$ cat config.mk
export PLATFORM = sky130hd
export DESIGN_NAME = fraction_reducer
export DESIGN_NICKNAME = d
export VERILOG_FILES = /design/src/rtl/fr_pkg.sv /design/src/rtl/fr_prime_rom.sv /design/src/rtl/fr_rem_unit.sv /design/src/rtl/fraction_reducer.sv
export SDC_FILE = /design/constraint.sdc
export NUM_CORES = 1
export LEC_CHECK = 0
export CORE_UTILIZATION = 56
export DETAILED_ROUTE_END_ITERATION = 10
export MAX_ROUTING_LAYER = met4
export PLACE_DENSITY_LB_ADDON = 0.12
export SYNTH_ARGS = -nofsm -noshare
export SYNTH_HDL_FRONTEND = slang
export SYNTH_SLANG_ARGS = --single-unit
$ cat constraint.sdc
create_clock -name clk -period 15.15 [get_ports clk]
set_clock_uncertainty 0.05 [all_clocks]
set_input_delay 3.03 -clock clk [delete_from_list [all_inputs] [get_ports clk]]
set_output_delay 3.03 -clock clk [all_outputs]
set_load 0.05 [all_outputs]
$ cat src/rtl/fr_pkg.sv
package fr_pkg;
  localparam int PRIME_W   = 10;
  localparam int PRIME_CNT = 168;
  localparam int PRIME_TOP = 997;
  localparam int ROM_BITS  = PRIME_CNT * PRIME_W;

  typedef enum logic [1:0] {
    ST_IDLE,
    ST_TEST,
    ST_TRIAL
  } fr_state_e;

  // Ascending primes packed LSB-first, computed at elaboration.
  function automatic logic [ROM_BITS-1:0] build_prime_rom();
    logic [ROM_BITS-1:0] tbl;
    int fill;
    bit is_p;
    tbl  = '0;
    fill = 0;
    for (int c = 2; c <= PRIME_TOP; c++) begin
      is_p = 1'b1;
      for (int f = 2; f * f <= c; f++) begin
        if (c % f == 0) is_p = 1'b0;
      end
      if (is_p && fill < PRIME_CNT) begin
        tbl[fill*PRIME_W +: PRIME_W] = PRIME_W'(c);
        fill++;
      end
    end
    return tbl;
  endfunction
endpackage

$ cat src/rtl/fr_prime_rom.sv
module fr_prime_rom
  import fr_pkg::*;
#(
  parameter int IDX_W = 8
) (
  input  logic [IDX_W-1:0]   idx,
  output logic [PRIME_W-1:0] prime
);
  localparam logic [ROM_BITS-1:0] TABLE = build_prime_rom();

  logic [PRIME_W-1:0] entry [PRIME_CNT];

  for (genvar g = 0; g < PRIME_CNT; g++) begin : g_entry
    assign entry[g] = TABLE[g*PRIME_W +: PRIME_W];
  end

  always_comb begin
    prime = '0;
    for (int i = 0; i < PRIME_CNT; i++) begin
      if (int'(idx) == i) prime = entry[i];
    end
  end
endmodule

$ cat src/rtl/fr_rem_unit.sv
module fr_rem_unit #(
  parameter int DATA_W     = 64,
  parameter int DIV_W      = 10,
  parameter int RADIX_BITS = 4
) (
  input  logic              clk,
  input  logic              rst_n,
  input  logic              start,
  input  logic [DATA_W-1:0] dividend,
  input  logic [DIV_W-1:0]  divisor,
  output logic [DATA_W-1:0] quotient,
  output logic [DIV_W-1:0]  remainder,
  output logic              done
);
  localparam int STEPS = DATA_W / RADIX_BITS;
  localparam int CNT_W = $clog2(STEPS + 1);

  logic [DATA_W-1:0]     work_q;
  logic [DIV_W-1:0]      rem_q;
  logic [CNT_W-1:0]      cnt_q;
  logic                  done_q;
  logic [DIV_W-1:0]      r_chain [RADIX_BITS+1];
  logic [RADIX_BITS-1:0] q_bits;

  assign r_chain[0] = rem_q;

  // One restoring-division stage per quotient bit retired this cycle.
  for (genvar g = 0; g < RADIX_BITS; g++) begin : g_stage
    logic [DIV_W:0] trial;
    logic [DIV_W:0] diff;
    logic           take;
    assign trial = {r_chain[g], work_q[DATA_W-1-g]};
    assign diff  = trial - {1'b0, divisor};
    assign take  = (trial >= {1'b0, divisor});
    assign q_bits[RADIX_BITS-1-g] = take;
    assign r_chain[g+1] = take ? diff[DIV_W-1:0] : trial[DIV_W-1:0];
  end

  always_ff @(posedge clk) begin
    if (!rst_n) begin
      work_q <= '0;
      rem_q  <= '0;
      cnt_q  <= '0;
      done_q <= 1'b0;
    end else if (start) begin
      work_q <= dividend;
      rem_q  <= '0;
      cnt_q  <= CNT_W'(STEPS);
      done_q <= 1'b0;
    end else if (cnt_q != '0) begin
      work_q <= {work_q[DATA_W-1-RADIX_BITS:0], q_bits};
      rem_q  <= r_chain[RADIX_BITS];
      cnt_q  <= cnt_q - 1'b1;
      done_q <= (cnt_q == CNT_W'(1));
    end else begin
      done_q <= 1'b0;
    end
  end

  assign quotient  = work_q;
  assign remainder = rem_q;
  assign done      = done_q;
endmodule

$ cat src/rtl/fraction_reducer.sv
module fraction_reducer
  import fr_pkg::*;
#(
  parameter int VAL_W      = 64,
  parameter int FIT_W      = 32,
  parameter int RADIX_BITS = 4
) (
  input  logic             clk,
  input  logic             rst_n,
  input  logic             in_valid,
  output logic             in_ready,
  input  logic [VAL_W-1:0] in_num,
  input  logic [VAL_W-1:0] in_den,
  input  logic             in_bound_chk,
  output logic             out_done,
  output logic [VAL_W-1:0] out_num,
  output logic [VAL_W-1:0] out_den,
  output logic             out_ok
);
  localparam int IDX_W = $clog2(PRIME_CNT + 1);
  localparam int NOPS  = 2;

  fr_state_e           state_q;
  logic [VAL_W-1:0]    num_q, den_q;
  logic                chk_q;
  logic [IDX_W-1:0]    idx_q;
  logic                div_start_q;
  logic [PRIME_W-1:0]  cur_prime;
  logic                fits;
  logic                table_end;

  logic [VAL_W-1:0]    opnd   [NOPS];
  logic [VAL_W-1:0]    quo    [NOPS];
  logic [PRIME_W-1:0]  rem    [NOPS];
  logic [NOPS-1:0]     dv_done;

  fr_prime_rom #(.IDX_W(IDX_W)) u_rom (
    .idx   (idx_q),
    .prime (cur_prime)
  );

  assign opnd[0] = num_q;
  assign opnd[1] = den_q;

  for (genvar g = 0; g < NOPS; g++) begin : g_div
    fr_rem_unit #(
      .DATA_W     (VAL_W),
      .DIV_W      (PRIME_W),
      .RADIX_BITS (RADIX_BITS)
    ) u_rem (
      .clk       (clk),
      .rst_n     (rst_n),
      .start     (div_start_q),
      .dividend  (opnd[g]),
      .divisor   (cur_prime),
      .quotient  (quo[g]),
      .remainder (rem[g]),
      .done      (dv_done[g])
    );
  end

  assign fits      = (num_q[VAL_W-1:FIT_W] == '0) && (den_q[VAL_W-1:FIT_W] == '0);
  assign table_end = (idx_q == IDX_W'(PRIME_CNT));
  assign in_ready  = (state_q == ST_IDLE);

  always_ff @(posedge clk) begin
    if (!rst_n) begin
      state_q     <= ST_IDLE;
      num_q       <= '0;
      den_q       <= '0;
      chk_q       <= 1'b0;
      idx_q       <= '0;
      div_start_q <= 1'b0;
      out_done    <= 1'b0;
      out_num     <= '0;
      out_den     <= '0;
      out_ok      <= 1'b0;
    end else begin
      out_done    <= 1'b0;
      div_start_q <= 1'b0;
      unique case (state_q)
        ST_IDLE: begin
          if (in_valid) begin
            num_q   <= in_num;
            den_q   <= in_den;
            chk_q   <= in_bound_chk;
            idx_q   <= '0;
            state_q <= ST_TEST;
          end
        end
        ST_TEST: begin
          // List end is tested first: no fit test follows the last prime.
          if (table_end) begin
            out_num  <= num_q;
            out_den  <= den_q;
            out_ok   <= !chk_q;
            out_done <= 1'b1;
            state_q  <= ST_IDLE;
          end else if (chk_q && fits) begin
            out_num  <= num_q;
            out_den  <= den_q;
            out_ok   <= 1'b1;
            out_done <= 1'b1;
            state_q  <= ST_IDLE;
          end else begin
            div_start_q <= 1'b1;
            state_q     <= ST_TRIAL;
          end
        end
        ST_TRIAL: begin
          if (dv_done[0]) begin
            if (rem[0] == '0 && rem[1] == '0) begin
              num_q <= quo[0];
              den_q <= quo[1];
              if (num_q == '0 && den_q == '0) begin
                idx_q   <= idx_q + 1'b1;
                state_q <= ST_TEST;
              end else begin
                div_start_q <= 1'b1;
              end
            end else begin
              idx_q   <= idx_q + 1'b1;
              state_q <= ST_TEST;
            end
          end
        end
        default: state_q <= ST_IDLE;
      endcase
    end
  end
endmodule

Word-level counts from Yosys, hierarchy flattened

Cells that the tools add are included.

Add/sub/neg operators: 11
Order comparisons: 8
Equality and inequality tests: 175
Muxes and demuxes: 218
Bitwise logic cells: 2
Reductions and logical operators: 27

Operator list:

| cell                                                                   | number |
|---|---|
| 64-bit two-way mux                                                     | 14 |
| 8-bit equality test (second input constant)                            | 105 |
| 10-bit two-way mux                                                     | 79 |
| 9-bit two-way mux                                                      | 43 |
| 8-bit by 7-bit equality test with 1-bit output (second input constant) | 32 |
| 64-bit one-hot mux with 2 select lines                                 | 2 |
| 8-bit two-way mux                                                      | 27 |
| 8-bit by 6-bit equality test with 1-bit output (second input constant) | 16 |
| 64-bit logical NOT                                                     | 2 |
| 7-bit two-way mux                                                      | 13 |
| 11-bit by 10-bit >= comparator with 1-bit output                       | 8 |
| 10-bit subtractor                                                      | 8 |
| 8-bit by 5-bit equality test with 1-bit output (second input constant) | 8 |
| 32-bit logical NOT                                                     | 2 |
| 5-bit two-way mux                                                      | 9 |
| 6-bit two-way mux                                                      | 7 |
| 8-bit by 4-bit equality test with 1-bit output (second input constant) | 4 |
| 10-bit logical NOT                                                     | 2 |
| 8-bit by 3-bit equality test with 1-bit output (second input constant) | 2 |
| 2-bit two-way mux                                                      | 8 |
| 8-bit one-hot mux with 2 select lines                                  | 1 |
| 5-bit nonzero test                                                     | 2 |
| 5-bit by 1-bit subtractor with 5-bit output (second input constant)    | 2 |
| 1-bit two-way mux                                                      | 9 |
| other kinds (23)                                                       | 36 |

Bits in registers: 429
Input bits: 132
Output and inout bits: 131
Logic and storage cells: 460

Logic depth before layout (Yosys ltp)

Word-level depth: 178
Depth in mapped cells: 55

Hierarchy

From an unflattened synthesis, not the netlist that was laid out.

Cells, all modules: 3,326
Area, all modules: 25,961.1 µm²

Modules (own cells, without submodules):

| module                       | instances | cells an instance | area each (µm²) |
|---|---|---|---|
| fraction_reducer             | 1         | 1,307             | 11,487.3 |
| fr_rem_unit (g_div[0].u_rem) | 1         | 768               | 5,788.1 |
| fr_rem_unit (g_div[1].u_rem) | 1         | 767               | 5,778.0 |
| fr_prime_rom                 | 1         | 484               | 2,907.8 |

Worst setup path before layout

Ideal clock, no wire load.

Path type: reg-to-reg
Start point: register idx_q[0]
End point: register g_div[1].u_rem.rem_q[2]
Library setup time: 0.122 ns
Arrival time: 11.447 ns
Data required time: 14.978 ns
Path slack: 3.531 ns
Stages on the path, launching flop included: 51
Buffers on the path: 4
Cell sequence: dfxtp_1 inv_1 ha_1 clkbuf_1 nor2_1 nor2_1 a22o_1 a311o_1 a221oi_1 a311oi_1 or4_1 a222oi_1 nor4_1 a21oi_1 ha_1 o21a_1 nor2_1 a211o_1 [... 15 more ...] o31a_1 o21a_1 a211oi_1 or2_1 buf_2 mux2i_1 ha_1 nor2b_1 o21ai_0 a21boi_0 o31ai_1 a21oi_1 o31a_1 o21a_1 a2111oi_4 buf_4 nor4_1 a311o_1

Cells in the longest elaborated chain, start to end: 177
Elaborated cells between the ends (all ways): 348
Those cells by class: 4 x add/sub; 4 x order compare; 167 x eq/ne; 172 x mux; 1 x reduce/logical

RTL lines:

| item                                                                                  | line                                 | RTL |
|---|---|---|
| from (decl)                                                                           | fraction_reducer.sv:26               | `logic [IDX_W-1:0] idx_q;` |
| from (signal assigned)                                                                | fraction_reducer.sv:116              | `idx_q <= idx_q + 1'b1;` |
| from (signal assigned)                                                                | fraction_reducer.sv:122              | `idx_q <= idx_q + 1'b1;` |
| 8-bit logical NOT                                                                     | fr_prime_rom.sv:20                   | `if (int'(idx) == i) prime = entry[i];` |
| 2-bit two-way mux (2 in a row)                                                        | fr_prime_rom.sv:20                   |  |
| 3-bit two-way mux (2 in a row)                                                        | fr_prime_rom.sv:20                   |  |
| 4-bit two-way mux (2 in a row)                                                        | fr_prime_rom.sv:20                   |  |
| 5-bit two-way mux (5 in a row)                                                        | fr_prime_rom.sv:20                   |  |
| 6-bit two-way mux (7 in a row)                                                        | fr_prime_rom.sv:20                   |  |
| 7-bit two-way mux (13 in a row)                                                       | fr_prime_rom.sv:20                   |  |
| 8-bit two-way mux (23 in a row)                                                       | fr_prime_rom.sv:20                   |  |
| [... 114 more ...]                                                                    | -                                    |  |
| 10-bit subtractor or 11-bit by 10-bit >= comparator with 1-bit output (tied branches) | fr_rem_unit.sv:33, fr_rem_unit.sv:34 |  |
| 10-bit two-way mux                                                                    | fr_rem_unit.sv:36                    | `assign r_chain[g+1] = take ? diff[DIV_W-1:0] : trial[DIV_W-1:0];` |
| 10-bit subtractor or 11-bit by 10-bit >= comparator with 1-bit output (tied branches) | fr_rem_unit.sv:33, fr_rem_unit.sv:34 |  |
| 10-bit two-way mux                                                                    | fr_rem_unit.sv:36                    |  |
| 11-bit by 10-bit >= comparator with 1-bit output or 10-bit subtractor (tied branches) | fr_rem_unit.sv:34, fr_rem_unit.sv:33 |  |
| 10-bit two-way mux                                                                    | fr_rem_unit.sv:36                    |  |
| 10-bit subtractor or 11-bit by 10-bit >= comparator with 1-bit output (tied branches) | fr_rem_unit.sv:33, fr_rem_unit.sv:34 |  |
| 10-bit two-way mux *                                                                  | fr_rem_unit.sv:36                    |  |
| to (signal assigned)                                                                  | fr_rem_unit.sv:52                    | `rem_q <= r_chain[RADIX_BITS];` |
| to (decl)                                                                             | fr_rem_unit.sv:19                    | `logic [DIV_W-1:0] rem_q;` |

Mark *: on every way between the ends. The rest lies on a longest branch, timed or not.
A chain may end at the register's enable or synchronous reset.

Worst setup path in the final report

Ends and elaborated chain as after synthesis.

==> impl_metrics.tcl <==
set metrics [dict create \
    synth-warning-count 0 \
    synth_fa_ha_area_share_pct 5.069 \
    ctsHoldBuffers 0 \
    routed_wl_um 98810 \
    antenna_found_initial 7 \
    tightestPinTransition_ps 1252 \
    fin_crit_ps 13400 \
    end_kind "flip-flop" \
    seq_area_frac_synth_pct 32.89 \
    dieArea_um2 47500 \
    hold_viol 0 \
    fmax_mhz 74.60 \
    routed_via_density 6.557 \
    report.final.setup_viol 0 \
    grt_overflow 0 \
    cts_max_level 2 \
    status "finished, final reports clean" \
    fin_nets 3742 \
    netlist_area_um2 26110 \
    synth_compound_area_share_pct 26.28 \
    cts_tree "yes" \
    critical-path-max-stage-delay_ps 910 \
    synth_mux_area_share_pct 7.072 \
    grt_usage_pct 41.42 \
    fp.coreArea_um2 45670 \
    grt_max_degree 229 \
    row_count 78 \
    vias 27220 \
    die_y_um 217.9 \
    drc_errors 0 \
    ys_ff_latch 429 \
    required_ps 15590 \
    grt_pass1_vias 26510 \
    fin_tns_setup_ps 0 \
    ys.flop_type "dfxtp_1" \
    worstSetupPathType "reg2reg" \
    die_width_um 217.9 \
    post-route-period-util_pct 88.48 \
    drv_cap 0 \
    synth_edf_count 0 \
    cts_buffer_depth 3 \
    cts_buffers 46 \
    drv_slew 0 \
    max_slew_margin_pct 16.29 \
    dr.pass1.iters 8 \
    drive_gt1_share_pct 6.375 \
    portBuffers 262 \
    post_cts_buffers 0 \
    async_reset_ff_share_pct 0 \
    syn-mean-instance-area_um2 7.715 \
    synth_xor_area_share_pct 1.979 \
    rsz0062_at_grt "false" \
    grt_pass1_wl_um 150300 \
    synthesis.nets 3618 \
    arrival_ps 13850 \
    synth_top_family_by_area "compound AO/OA/AOI/OAI gates" \
    synth-simple-area-share_pct 22.39 \
    hold_ws_ps 422.6 \
    wl_per_cell_um 23.80 \
    clk_pin_slew_ps 60 \
    dp_hpwl_um 67820 \
    clock_sinks 429 \
    hold_class "reg2reg" \
    yosysUniqueCellTypes 84 \
    gp_congestion 1.090 \
    start_util_pct 57.17 \
    ioPinCount 263 \
    insertion_delay_ps 610 \
    ant_nets 0 \
    fillers 3442 \
    drt_iter0_markers 3727 \
    cp_slowest_cell "nor2_1" \
    ctsRootBufferMaster "clkbuf_16" \
    startpoint_type "flip-flop" \
    syn2layout_area_growth_pct 18.05 \
    critPathMaxFanout 19 \
    cts_resized 0 \
    synthCells 3385 \
]
-- through the flow --
step | setup WS (ps) | util [%] | instance area [µm²] | std cells
floorplan | 3531 | - | 26110 | 3385
global placement | 2435 | 63.84 | 29160 | 4061
detailed placement | 2164 | 63.84 | 29160 | 4061
CTS | 2130 | 67.46 | 30810 | 4145
global route | 1060 | 67.50 | 30830 | 4152
finish | 1745 | 67.50 | 30830 | 4152
-- critical path: cells and delay by family, from the launching register on --
kind / cells / cell delay, ps
compound gates: 25 / 6350
fa+ha+maj: 5 / 1730
mux: 3 / 1050
flops: 1 / 420
buf+inv: 2 / 350
simple gates: 12 / 3370
-- cell families (layout without fill, tap and decap cells) --
kind of cell | after synthesis | count (layout)
DFF | 429 | 429
buffers and inverters | 293 | 453
other | 0 | 7
adders and majority gates | 101 | 101
AOI/OAI and AO/OA | 1025 | 1025
and+or+nand+nor | 1298 | 1298
xor gates and xnor gates | 59 | 59
muxes | 180 | 180
-- placed cells by master (no fill, tap or decap), types with 41 or more instances in the layout --
cell,Yosys,routed
nor3_1,51,45
nand2_1,748,748
nor2_1,141,140
o21ai_0,139,139
ha_1,93,91
clkbuf_16,0,47
mux2i_1,144,144
dfxtp_1,429,426
a21boi_0,137,137
clkdlybuf4s50_1,0,261
nor4_1,44,41
buf_4,1,66
o211a_1,131,131
xnor2_1,48,48
a21oi_1,380,380
nor2b_1,169,168
-- cell usage after synthesis (10+ instances only) --
cell	count	share of area, %
a211oi_1	19	0.55
a21boi_0	137	3.9
a21o_1	23	0.66
a21oi_1	380	7.3
a31oi_1	25	0.60
buf_1	17	0.24
buf_2	13	0.25
clkbuf_1	222	3.2
dfxtp_1	429	33
ha_1	93	4.5
inv_1	39	0.56
mux2_2	35	1.5
mux2i_1	144	5.5
nand2_1	748	11
nand2b_1	28	0.67
nand3_1	29	0.56
nand4_1	29	0.69
nor2_1	141	2.0
nor2b_1	169	4.0
nor3_1	51	0.98
nor4_1	44	1.1
o211a_1	131	5.0
o211ai_1	12	0.34
o21a_1	19	0.55
o21ai_0	139	2.7
o21bai_1	10	0.29
o22ai_1	19	0.46
xnor2_1	48	1.6
xor2_1	11	0.37
-- state kept, by name, indices dropped and copies added, names as in the netlist --
name / flops
out_den: 64
out_ok: 1
g_div.u_rem.done: 1
state_q: 2
div_start_q: 1
num_q: 64
out_done: 1
chk_q: 1
out_num: 64
idx_q: 8
g_div.u_rem.cnt_q: 10
den_q: 64
g_div.u_rem.quotient: 128
g_div.u_rem.remainder: 20
-- worst paths after layout --
path | from | end | slack [ps] | cells past startpoint
worst max-delay path | idx_q[0]$_SDFFE_PN0P_ | g_div[1].u_rem.remainder[2]$_SDFFE_PP0P_ | 1750 | 47
worst min-delay path | out_num[5]$_SDFFE_PN0P_ | out_num[5]$_SDFFE_PN0P_ | 420 | 2
worst max register to register | idx_q[0]$_SDFFE_PN0P_ | g_div[1].u_rem.remainder[2]$_SDFFE_PP0P_ | 1750 | 47
worst min register to register | out_num[5]$_SDFFE_PN0P_ | out_num[5]$_SDFFE_PN0P_ | 420 | 2
-- layer usage --
metal | global-route usage (%) | wire (µm) | vias up
met5 | - | 0 | -
met4 | 23.50 | 5665 | 0
met3 | 7.782 | 9387 | 378
met2 | 64.53 | 45150 | 1589
met1 | 50.13 | 38610 | 13030
li1 | - | - | 12230
-- layout make-up --
cell class                 instances  area [µm²]  area share (%)
timing repair buffer             330        3163           10.26
clock buffer                      60        1285           4.168
sequential                       429        8594           27.88
inverter                          39       146.4          0.4749
clock inverter                    24       367.9           1.193
multi-input combinational       2663       16500           53.53
antenna                            7       17.52         0.05682
tap                              600       750.7           2.435
Power is not shown: default switching activity piles up to over one toggle a cycle in this logic, so the estimate is an artifact.
